`src/rtl/adc_seq.sv`:
```
module adc_seq (
  input  logic        clk,
  input  logic        rst_n,
  input  logic        cfg_we,
  input  logic [15:0] cfg_wdata,
  output logic [15:0] cfg_rdata,
  input  logic        cmd_we,
  input  logic [2:0]  cmd_chan,
  input  logic        stat_re,
  output logic [31:0] stat_rdata,
  output logic        irq,
  output logic [2:0]  adc_sel,
  output logic        adc_start,
  input  logic        adc_done,
  input  logic [9:0]  adc_data,
  output logic        adc_pd
);
  localparam int DEPTH = 4;
  localparam int PW = $clog2(DEPTH);
  localparam int CW = PW + 1;
  localparam logic [15:0] CFG_RST = 16'h2400;
  localparam logic [15:0] CFG_MASK = 16'hFF3F;

  typedef enum logic [1:0] {S_IDLE, S_SETTLE, S_START, S_WAIT} st_t;

  logic [15:0] cfg;
  wire [3:0] f_div   = cfg[15:12];
  wire [3:0] f_dly   = cfg[11:8];
  wire [1:0] f_th    = cfg[5:4];
  wire       f_ie    = cfg[3];
  wire       f_trunc = cfg[2];
  wire       f_apd   = cfg[1];
  wire       f_sm    = cfg[0];

  always_ff @(posedge clk)
    if (!rst_n)      cfg <= CFG_RST;
    else if (cfg_we) cfg <= cfg_wdata & CFG_MASK;
  assign cfg_rdata = cfg;

  logic [4:0] div_cnt;
  wire  [4:0] div_lim = {f_div, 1'b1};
  wire        tick    = div_cnt >= div_lim;
  always_ff @(posedge clk)
    if (!rst_n) div_cnt <= '0;
    else        div_cnt <= tick ? 5'd0 : div_cnt + 5'd1;

  st_t        state;
  logic [3:0] dly_cnt;
  logic [2:0] sel;

  logic [2:0]    cq [DEPTH];
  logic [PW-1:0] cq_wp, cq_rp;
  logic [CW-1:0] cq_cnt;
  wire  [2:0]    nxt_ch    = cq[cq_rp];
  wire           cq_nempty = cq_cnt != 0;
  wire           conv_done = (state == S_WAIT) && adc_done;
  wire cmd_push = cmd_we && (cq_cnt != CW'(DEPTH));
  wire cmd_pop  = ((state == S_IDLE) && tick && cq_nempty) ||
                  (conv_done && !f_sm && cq_nempty);
  wire need_settle = (nxt_ch != sel) && (f_dly != 4'd0);

  always_ff @(posedge clk)
    if (!rst_n) begin
      cq_wp <= '0; cq_rp <= '0; cq_cnt <= '0;
    end else begin
      if (cmd_push) begin
        cq[cq_wp] <= cmd_chan;
        cq_wp <= cq_wp + 1'b1;
      end
      if (cmd_pop) cq_rp <= cq_rp + 1'b1;
      cq_cnt <= cq_cnt + CW'(cmd_push) - CW'(cmd_pop);
    end

  logic [12:0]   rq [DEPTH];
  logic [PW-1:0] rq_wp, rq_rp;
  logic [CW-1:0] rq_cnt;
  wire res_push = conv_done && (rq_cnt != CW'(DEPTH));
  wire res_pop  = stat_re && (rq_cnt != 0);

  always_ff @(posedge clk)
    if (!rst_n) begin
      rq_wp <= '0; rq_rp <= '0; rq_cnt <= '0;
    end else begin
      if (res_push) begin
        rq[rq_wp] <= {sel, adc_data};
        rq_wp <= rq_wp + 1'b1;
      end
      if (res_pop) rq_rp <= rq_rp + 1'b1;
      rq_cnt <= rq_cnt + CW'(res_push) - CW'(res_pop);
    end

  always_ff @(posedge clk)
    if (!rst_n) begin
      state <= S_IDLE; dly_cnt <= '0; sel <= '0; adc_pd <= 1'b0;
    end else begin
      case (state)
        S_IDLE:
          if (cmd_pop) begin
            sel <= nxt_ch;
            adc_pd <= 1'b0;
            dly_cnt <= f_dly;
            state <= need_settle ? S_SETTLE : S_START;
          end
        S_SETTLE:
          if (tick) begin
            if (dly_cnt <= 4'd1) state <= S_START;
            else dly_cnt <= dly_cnt - 4'd1;
          end
        S_START:
          if (tick) state <= S_WAIT;
        default:
          if (adc_done) begin
            if (f_sm) begin
              state <= S_IDLE;
              adc_pd <= f_apd;
            end else if (cq_nempty) begin
              sel <= nxt_ch;
              dly_cnt <= f_dly;
              state <= need_settle ? S_SETTLE : S_START;
            end else begin
              state <= S_START;
            end
          end
      endcase
    end

  assign adc_start = (state == S_START) && tick;
  assign adc_sel   = sel;

  wire [12:0] head    = (rq_cnt != 0) ? rq[rq_rp] : 13'd0;
  wire [9:0]  head_dv = f_trunc ? {2'b00, head[9:2]} : head[9:0];
  assign stat_rdata = {1'b0, cq_cnt, 1'b0, rq_cnt, 5'd0, head[12:10], 6'd0, head_dv};
  assign irq = f_ie && (rq_cnt > {1'b0, f_th});


  cnt_bound_chk: assert property (@(posedge clk) disable iff (!rst_n)
    (cq_cnt <= CW'(DEPTH)) && (rq_cnt <= CW'(DEPTH)));

  cmd_full_drop_chk: assert property (@(posedge clk) disable iff (!rst_n)
    (cmd_we && cq_cnt == CW'(DEPTH)) |=> (cq_cnt == CW'(DEPTH) - CW'($past(cmd_pop))));

  res_step_chk: assert property (@(posedge clk) disable iff (!rst_n)
    rq_cnt <= $past(rq_cnt) + CW'(1));

  start_pulse_chk: assert property (@(posedge clk) disable iff (!rst_n)
    adc_start |=> !adc_start);

  sel_hold_chk: assert property (@(posedge clk) disable iff (!rst_n)
    (state == S_WAIT) |-> $stable(adc_sel));
endmodule

```
`config.mk`:
```
export PLATFORM = sky130hd
export DESIGN_NAME = adc_seq
export DESIGN_NICKNAME = d
export VERILOG_FILES = /design/src/rtl/adc_seq.sv
export SDC_FILE = /design/constraint.sdc
export NUM_CORES = 1
export LEC_CHECK = 0
export BUFFER_PORTS_ARGS = -buffer_cell sky130_fd_sc_hd__buf_2
export CAP_MARGIN = 10
export CELL_PAD_IN_SITES_DETAIL_PLACEMENT = 1
export CELL_PAD_IN_SITES_GLOBAL_PLACEMENT = 2
export CORE_ASPECT_RATIO = 0.8
export CORE_MARGIN = 3
export CORE_UTILIZATION = 25
export CTS_BUF_LIST = sky130_fd_sc_hd__clkbuf_16
export DETAILED_ROUTE_END_ITERATION = 8
export PLACE_DENSITY = 0.62
export SETUP_SLACK_MARGIN = 0.2
export SLEW_MARGIN = 20
export SYNTH_ARGS = -nofsm -noshare
export SYNTH_HDL_FRONTEND = slang
export SYNTH_SLANG_ARGS = --single-unit
```
`constraint.sdc`:
```
create_clock -name clk -period 5.3 [get_ports clk]
set_clock_uncertainty 0.05 [all_clocks]
set_input_delay 0.795 -clock clk [delete_from_list [all_inputs] [get_ports clk]]
set_output_delay 0.795 -clock clk [all_outputs]
set_load 0.005 [all_outputs]
```
# After elaboration in Yosys (flattened, before gate mapping)
# Memory sizes are Yosys's and may differ from the RTL's. A register that Yosys moved wholly into a read port is not among the register bits.
# Cells that the tools add are included.
[word_totals] out_inout_bits=54 input_bits=35 mem_bits_rw=64 wordCells=109 n_memories=2 ff_bits=43
[memory_table] memory="rq" words=4 width=13 rd=1 rd_ports_with_merged_regs=1 wr=1 line="74" rtl="logic [12:0] rq [DEPTH];"
[memory_table] memory="cq" words=4 width=3 rd=1 rd_ports_with_merged_regs=1 wr=1 line="51" rtl="logic [2:0] cq [DEPTH];"
[op_classes] reduce_logical=29 n_eq_ne=13 n_lt_le_gt_ge=3 n_addsub=10 mux=37 bitwise=3
[ops] cell="$mux W2" n=12
[ops] cell="$mux W4" n=6
[ops] cell="$mux W13" n=1
[ops] cell="$mux W3" n=4
[ops] cell="$pmux W4 S3" n=1
[ops] cell="$reduce_bool A3 Y1" n=4
[ops] cell="$logic_and A1 B1 Y1" n=11
[ops] cell="$mux W10" n=1
[ops] cell="$ne A2 B2 Y1 const B" n=5
[ops] cell="$reduce_and A5 Y1" n=2
[ops] cell="$mux W1" n=9
[ops] cell="$add A2 B1 Y2 const B" n=4
[ops] cell="$reduce_bool A4 Y1" n=2
[ops] cell="$reduce_and A7 Y1" n=1
[ops] cell="$add A3 B1 Y3" n=2
[ops] cell="$ne A3 B3 Y1 const B" n=2
[ops] cell="$pmux W2 S3" n=1
[ops] cell="$pmux W3 S2" n=1
[ops] cell="$reduce_bool A2 Y1" n=3
[ops] cell="$sub A3 B1 Y3" n=2
[ops] cell="$add A5 B1 Y5 const B" n=1
[ops] cell="$ge A5 B5 Y1" n=1
[ops] cell="$eq A2 B2 Y1 const B" n=2
[ops] cell="$le A4 B1 Y1 const B" n=1
[ops] cell="other kinds (13)" n=16

# Logic depth before layout (Yosys ltp)
# Gate-level depths: netlist of the first run.
[logic_depth] depth_word=7 ltp_mapped=14 mapped_depth_nobuf=14

# Least setup slack after synthesis of the first run
# No wires, ideal clock.
[synth_path] path_type="reg-to-reg" from="reg cfg[12], in the netlist cfg_rdata[12]" to="reg cq_cnt[2]" path_stages_with_launch=15 setup_time_ns=0.128 period_less_slack_ns=2.940 arrival_ns=2.762 slack_ns=2.360 path_buffers=0 t_required_ns=5.122 path_cell_list="dfxtp_1 inv_1 ha_1 a211o_1 a211o_1 a21oi_1 nor2_1 ha_1 inv_1 ha_1 inv_1 fa_1 xor2_1 xnor2_1 nor2_1"
[synth_via] elab_chain_len=5
[synth_lines] item="from (decl)" line="26" rtl="logic [15:0] cfg;"
[synth_lines] item="from (signal assigned)" line="37" rtl="else if (cfg_we) cfg <= cfg_wdata & CFG_MASK;"
[synth_lines] item="$ge A5 B5 Y1" line="42" rtl="wire tick = div_cnt >= div_lim;"
[synth_lines] item="$logic_and A1 B1 Y1 (2 in series)" line="58" rtl="wire cmd_pop = ((state == S_IDLE) && tick && cq_nempty) ||"
[synth_lines] item="$logic_or A1 B1 Y1" line="58"
[synth_lines] item="$sub A3 B1 Y3" line="71" rtl="cq_cnt <= cq_cnt + CW'(cmd_push) - CW'(cmd_pop);"
[synth_lines] item="to (signal assigned)" line="71"
[synth_lines] item="to (decl)" line="53" rtl="logic [CW-1:0] cq_cnt;"
# Every way passes these cells.
# A chain may end at the register's enable or synchronous reset.

# Worst setup path in the final report of the first run
# Same ends and word-level chain as after synthesis.

==> results.md, run 1 <==
Timing:
- Setup violations remaining at the end of the flow were counted as 0.
- The worst-margin pin slew is 0.961 ns.
- The worst path uses 60.8% of the clock period.
- Setup repair after global routing left no endpoint under its margin.
- The total count of hold-check failures in the final report is 0.
- In the post-route analysis, the smallest setup slack over all paths is 2.08 ns.
- Derived from the worst setup path, the maximum achievable clock frequency is 0.310 GHz.
- The number of max-slew violations in the final report is 0.
- Hold timing on the final database bottoms out at a slack of 0.432 ns.
- Adding up every negative setup slack in the final design gives 0 ns.
- Subtracting the final worst setup slack from the clock period gives 3.22 ns.
- In this run the tightest slew margin relative to its limit is 35.9%.

Yosys:
- The register bit total from synthesis is 111.
- Yosys mapped a number of flops with a built-in enable equal to 64.
- By count the netlist is led by 64 x edfxtp_1, 47 x dfxtp_1, 47 x nor2_1.
- Among all flip-flop cells after synthesis, the most frequent one is edfxtp_1.
- The synthesized design devotes to its leading area cell type 38.1% of total area.
- The biggest area contributor in the post-synthesis netlist is edfxtp_1.
- After synthesis, the share of flip-flops with an asynchronous set or reset is 0%.
- The cell with the most instances after synthesis is edfxtp_1.
- The netlist area before placement is 5040 um^2.
- The average instance in the mapped netlist occupies 12.7 um^2.
- The sequential cell area fraction in the yosys report is 56.8%.
- The number of different library cells used by synthesis comes to 50.
- The count of synthesis-stage warnings from yosys is 0.
- Synthesis produced 396 cells.
- Yosys attributes the largest share of cell area to edfxtp_1 38%, dfxtp_1 19%, ha_1 6.5%, mux4_2 5.8%, mux2i_1 5.2%.

Power:
- The leakage power summed over all cells is 2.36 nW.
- In this run the power density over the cells is 398 nW/um^2.
- The total power of the final layout is 2.36 mW.
- The worst-case IR drop observed on VDD is 0.134 mV.

Route:
- The final layout contains routed wiring with a total length of 11500 um.
- Dividing the detail-routed wire length by the instance count gives 15.7 um.
- The vias per cell is 4.37.
- The number of search-and-repair iterations in the first detailed-routing pass is 4.
- In the routed design, unresolved DRC markers number 0.
- Detailed routing inserted a total of 3191 vias.
- In this run, the number of DRC markers left after iteration 0 of detailed routing was 96.
- In this run the remaining antenna-violating nets after routing total 0.

CTS:
- The H-tree generated during clock tree synthesis spans 3 levels.
- The setup fix buffers added after clock tree synthesis is 0.
- The clock reaches the later pin of the worst-skew pair after 0.36 ns.
- The maximum root-to-sink buffer count is 2.
- CTS saw 111 sinks.
- Counting the buffers created by CTS gives 9.
- The clock input transition at the sequential cells of the worst setup and hold paths is 0.08 ns.
- The number of buffers inserted for hold repair after clock tree synthesis is 0.
- In this run the clock root is driven by a clkbuf_16.
- Post-CTS repair changed the size of 0 cells.
- TritonCTS built the clock tree.

Floorplan:
- The initial core utilization is 26.0%.
- The vertical die dimension is 133 um.
- In this run the standard cell core region covers 19400 um^2.
- The floorplan step defined a die boundary enclosing 21900 um^2.
- The die is 165 um wide.
- The number of core rows is 45.
- The count of boundary I/O pins is 89.

Worst setup path:
- At the worst endpoint, the arrival time is 3.41 ns.
- Across all register-to-register paths, the minimum setup slack is 2.08 ns.
- The worst setup path is launched from a flip-flop.
- In this run the critical register-to-register path is launched from cfg_rdata[12].
- The kind of critical path is reg2reg.
- The worst register-to-register path ends at cq_cnt[2].
- The number of cells traversed by the worst register-to-register path is 14.
- The worst setup path is captured at a flip-flop.
- Data on the critical path is required at its endpoint by 5.49 ns.
- In this run the worst setup path begins at cfg_rdata[12].
- The highest net fanout along the worst path is 5.

Worst hold path:
- The worst hold path begins at div_cnt[0].
- The class of the tightest hold or removal check is reg2reg.
- Along the worst hold path, the cell count comes to 1.
- The sink of the worst hold path is div_cnt[0].

Global routing:
- For this run, the total global-route usage over all layers was measured as 10.9%.
- The largest net degree at the start of global routing is 26.
- Global routing finished with a remaining overflow of 0.
- The first global-routing pass estimated 18400 um of wire.
- The number of antenna violations at the first check in global routing came to 0.
- The via count of the first global-routing pass is 3424.

Finish:
- The area growth from synthesis to layout is 17.7%.
- The area of all placed cells without fillers is 5930 um^2.
- The antenna diode count is 0.
- The final cell count without fillers is 731.
- The number of nets at the end of the flow is 531.
- The count of filler cells inserted in the layout is 2141.
- Cells with a size suffix above 1 make up 21.6% of the layout.
- For this run, the share of the core covered by cells in the final layout is 30.6%.

Flow run:
- Across the run, the number of max-cap violations was 0.

Placement:
- Routability-driven placement finished with a final weighted congestion of 0.762.
- The number of I/O port buffers is 71.
- The half-perimeter wire length after placement is 8360 um.
- Timing analysis after detailed placement gives a worst setup slack of 2.10 ns.
- Once placement finished, the instance area stood at 5630 um^2.
- The number of cells after detailed placement is 715.

Run status:
- The flow ran to the end, and the final reports show no timing, DRC or antenna violations.
state kept, by name (all words and copies together) (netlist names), 3 cells and up, named ones only:
signal     flops
adc_sel        3
cfg_rdata     14
cq            12
cq_cnt         3
div_cnt        5
dly_cnt        4
rq            52
rq_cnt         3
critical path, stage by stage (launching register included):
cell and delay, ns:
dfxtp_1 0.35, inv_1 0.05, ha_1 0.28, a211o_1 0.34
a211o_1 0.34, a21oi_1 0.34, nor2_1 0.08, ha_1 0.30
inv_1 0.06, ha_1 0.13, inv_1 0.05, fa_1 0.37
xor2_1 0.16, xnor2_1 0.15, nor2_1 0.06
power by group:
part           total (mW)  internal [mW]  switching [mW]
registers            1.07          0.970          0.0991
logic               0.606          0.289           0.317
clock network       0.686          0.337           0.349
total                2.36           1.60           0.764
worst max-delay path by stage:
stage	to	depth (start not counted)
2_1_floorplan	cq_cnt[2]	14
6_report	cq_cnt[2]	14
4_1_cts	stat_rdata[0]	4
5_1_grt	cq_cnt[2]	14
3_5_place_dp	cq_cnt[2]	14
3_3_place_gp	cq_cnt[2]	14
routing by layer:
metal / vias to the layer above / share of wire [%] / track usage, %
met5: - / 0 / 0
met3: 10 / 3.5 / 2.72
met4: 0 / 1.2 / 3.35
li1: 1550 / - / -
met1: 1581 / 46 / 14.0
met2: 50 / 49 / 18.1
cell type report:
class / instances / area [um^2] / share of cell area (%)
multi-input cells: 247 / 1980 / 33.3
well taps: 258 / 323 / 5.44
clock buffers: 9 / 225 / 3.80
clock inverters: 7 / 75.1 / 1.27
flip-flops and latches: 111 / 2860 / 48.3
inverters: 26 / 97.6 / 1.65
repair buffers: 73 / 370 / 6.24
layout by cell type, fill, tap and decap left out, drive strengths merged, types with 3 or more instances in the layout:
master / count
nor3: 3
o31ai: 4
edfxtp: 64
xor2: 8
o211ai: 3
and3: 10
inv: 30
buf: 73
conb: 15
dfxtp: 47
nand3: 6
o21ai: 6
and2: 3
xnor2: 6
mux4: 16
or3: 4
a21oi: 16
nor2: 47
mux2i: 26
ha: 26
nor2b: 8
nand2: 10
clkbuf: 9
logic make-up (layout without fill, tap and decap cells):
family	after synthesis	in the layout	synth area share, %
simple gates	102	102	9.81
flops	111	111	56.8
fa+ha+maj	28	28	7.25
compound gates	46	46	6.08
other cells	1	15	0.0744
mux	42	42	12.5
buf+inv	52	115	5.01
xor+xnor	14	14	2.43
Note: power is estimated with default switching activity, not from simulation.
==> run 2: changes to the inputs <==
==> constraint.sdc (replaced) <==
create_clock -name clk -period 3.3 [get_ports clk]
set_clock_uncertainty 0.05 [all_clocks]
set_input_delay 0.495 -clock clk [delete_from_list [all_inputs] [get_ports clk]]
set_output_delay 0.495 -clock clk [all_outputs]
set_load 0.005 [all_outputs]
==> results.md, run 2 (synthesis gave the netlist of run 1 again) <==
Timing:
- The part of the cycle the worst path needs is 87.5% (was 60.8%).
- The minimum period implied by the final worst setup slack came to 2.89 ns (was 3.22 ns).
- The maximum clock rate is 0.346 GHz (was 0.310 GHz).
- The remaining max-slew budget at the tightest pin is 51.2% (was 35.9%).
- The worst-margin pin slew came to 0.732 ns (was 0.961 ns).
- Unrepaired setup endpoints after global routing: no (unchanged).
- The total of endpoints with negative setup slack in the final report is 0 (unchanged).
- The number of max-slew violations in the final report is 0 (unchanged).
- The setup TNS came to 0 ns (unchanged).
- The total count of hold-check failures in the final report was 0 (unchanged).

Finish:
- The flip-flop count of the largest register after layout was 52 (unchanged).
- Top library cells by usage in the layout, fill and taps aside: 71 x buf_2, 64 x edfxtp_1, 47 x nor2_1, 46 x dfxtp_1 (was 71 x buf_2, 64 x edfxtp_1, 47 x nor2_1, 47 x dfxtp_1).
- The most common cell after layout, fill and taps aside is buf_2 (unchanged).
- The largest register by flop count is rq (unchanged).
- The antenna diode count came to 0 (unchanged).
- The number of nets at the end of the flow is 538 (was 531).
- The area growth from synthesis to layout is 19.4% (was 17.7%).
- The layout cell share with drive strength beyond 1 is 23.5% (was 21.6%).
- The area of all placed cells without fillers is 6020 um^2 (was 5930 um^2).
- The count of filler cells inserted in the layout is 2136 (was 2141).

Placement:
- The half-perimeter wire length after placement is 8470 um (was 8360 um).
- The post-place instance area was 5680 um^2 (was 5630 um^2).
- The number of I/O port buffers was 71 (unchanged).
- The placer congestion estimate is 0.721 (was 0.762).

Run status:
- Outcome: completed (unchanged).

Floorplan:
- The area of the die is 21900 um^2 (unchanged).
- The vertical die dimension is 133 um (unchanged).
- The count of boundary I/O pins is 89 (unchanged).
- The initial core utilization is 26.0% (unchanged).
- The horizontal extent of the die came to 165 um (unchanged).
- The core area is 19400 um^2 (unchanged).
- The number of core rows is 45 (unchanged).

Power:
- The power density normalized to cell area is 640 nW/um^2 (was 398 nW/um^2).
- The highest ir drop seen on vdd was 0.228 mV (was 0.134 mV).
- The leakage power summed over all cells came to 2.41 nW (was 2.36 nW).

CTS:
- The clock latency at the later pin of the worst-skew pair is 0.35 ns (was 0.36 ns).
- The number of buffers inserted for hold repair after clock tree synthesis was 0 (unchanged).
- The clock tree root buffer cell was clkbuf_16 (unchanged).
- The maximum root-to-sink buffer count was 2 (unchanged).
- The clock tree from TritonCTS is done (unchanged).
- The number of H-tree levels is 3 (unchanged).
- The sink count of the clock tree is 111 (unchanged).
- The clock input transition at the sequential cells of the worst setup and hold paths was 0.08 ns (about the same).
- The number of CTS-inserted buffers is 9 (unchanged).

Global routing:
- The largest net degree at the start of global routing came to 24 (was 26).
- The number of antenna violations at the first check in global routing is 0 (unchanged).
- The global-route usage over all layers was 10.8% (was 10.9%).
- The wire length of the first global-routing pass was 18400 um (about the same).
- The via count of the first global-routing pass was 3435 (was 3424).
- The aggregate global routing overflow was 0 (unchanged).

Worst setup path:
- The arrival time of data at the critical path endpoint is 3.08 ns (was 3.41 ns).
- The element type at the critical path end is a flip-flop (unchanged).
- The kind of start point of the critical path is a flip-flop (unchanged).
- The highest net fanout along the worst path is 3 (was 5).
- The required arrival time at the worst endpoint is 3.49 ns (was 5.49 ns).
- The kind of critical path is reg2reg (unchanged).

Route:
- The vias per cell came to 4.35 (was 4.37).
- The final wirelength is 11400 um (was 11500 um).
- The number of search-and-repair iterations in the first detailed-routing pass is 4 (unchanged).
- The starting DRC count in detailed routing is 99 (was 96).
- The detailed-route wire length per cell is 15.5 um (was 15.7 um).
- The number of DRC violations after detailed routing is 0 (unchanged).
- The count of nets left with antenna violations after detail routing is 0 (unchanged).
- The total number of vias came to 3211 (was 3191).

Flow run:
- The count of max-cap constraint violations is 0 (unchanged).

Worst hold path:
- The class of the tightest hold or removal check is in2reg (was reg2reg).
-- run 2: where the power goes --
part           leakage [nW]  internal [mW]  total (mW)  switching, mW
sequential            0.962           1.56        1.68          0.117
clock                 0.154          0.554        1.13          0.573
combinational          1.29          0.491        1.05          0.558
total                  2.41           2.60        3.85           1.25
-- run 2: layout make-up --
class / count / area (um^2) / area share, %
clock buffer: 9 / 225 / 3.74
clock inverter: 7 / 93.8 / 1.56
inverter: 26 / 97.6 / 1.62
multi-input combinational: 247 / 1990 / 33.1
sequential: 111 / 2860 / 47.6
tap: 258 / 323 / 5.36
timing repair buffer: 80 / 423 / 7.03
-- run 2: path summary, 6_finish.rpt --
| kind | to | slack (ns) | cells past startpoint | startpoint |
|---|---|---|---|---|
| setup / recovery | cq_cnt[2] | 0.41 | 14 | cfg_rdata[12] |
| hold / removal | rq[3][4] | 0.31 | 1 | adc_data[4] |
| setup reg to reg | cq_cnt[2] | 0.41 | 14 | cfg_rdata[12] |
| hold reg to reg | flip-flop | 0.44 | 2 | cq_rp[1] |
-- run 2: timing repair --
item / CTS / global route
buffers inserted: 0 / 1
resized for setup: 0 / 4
setup endpoints to repair: 0 / 1
-- run 2: routing by layer --
metal  routed length [um]  part of all wire (%)  vias to the layer above  global-route usage (%)
met1                 5270                    46                     1589                    13.8
li1                     -                     -                     1557                       -
met5                    0                     0                        -                       0
met3                  440                   3.8                        9                    2.69
met4                  134                   1.2                        0                    3.21
met2                 5600                    49                       56                    18.1
-- run 2: worst max-delay path: stages, from the launching register on --
cell	delay [ns]
dfxtp_2	0.34
inv_1	0.04
ha_1	0.28
a211o_1	0.30
a211o_1	0.30
a21oi_2	0.17
nor2_1	0.07
ha_1	0.26
inv_1	0.06
ha_1	0.13
inv_1	0.05
fa_2	0.35
xor2_2	0.15
xnor2_1	0.17
nor2_1	0.05
-- run 2: stage by stage --
step                instances  setup WS, ns  power [mW]  util (%)  hold WS [ns]
detailed placement        721         0.227        2.78      29.3         0.441
global route              738         0.209        4.13      31.1         0.289
CTS                       737         0.200        3.92      30.9         0.287
finish                    738         0.411        3.85      31.1         0.306
global placement          721         0.262        2.74      29.3         0.402
floorplan                 410         0.360        2.38         -         0.380
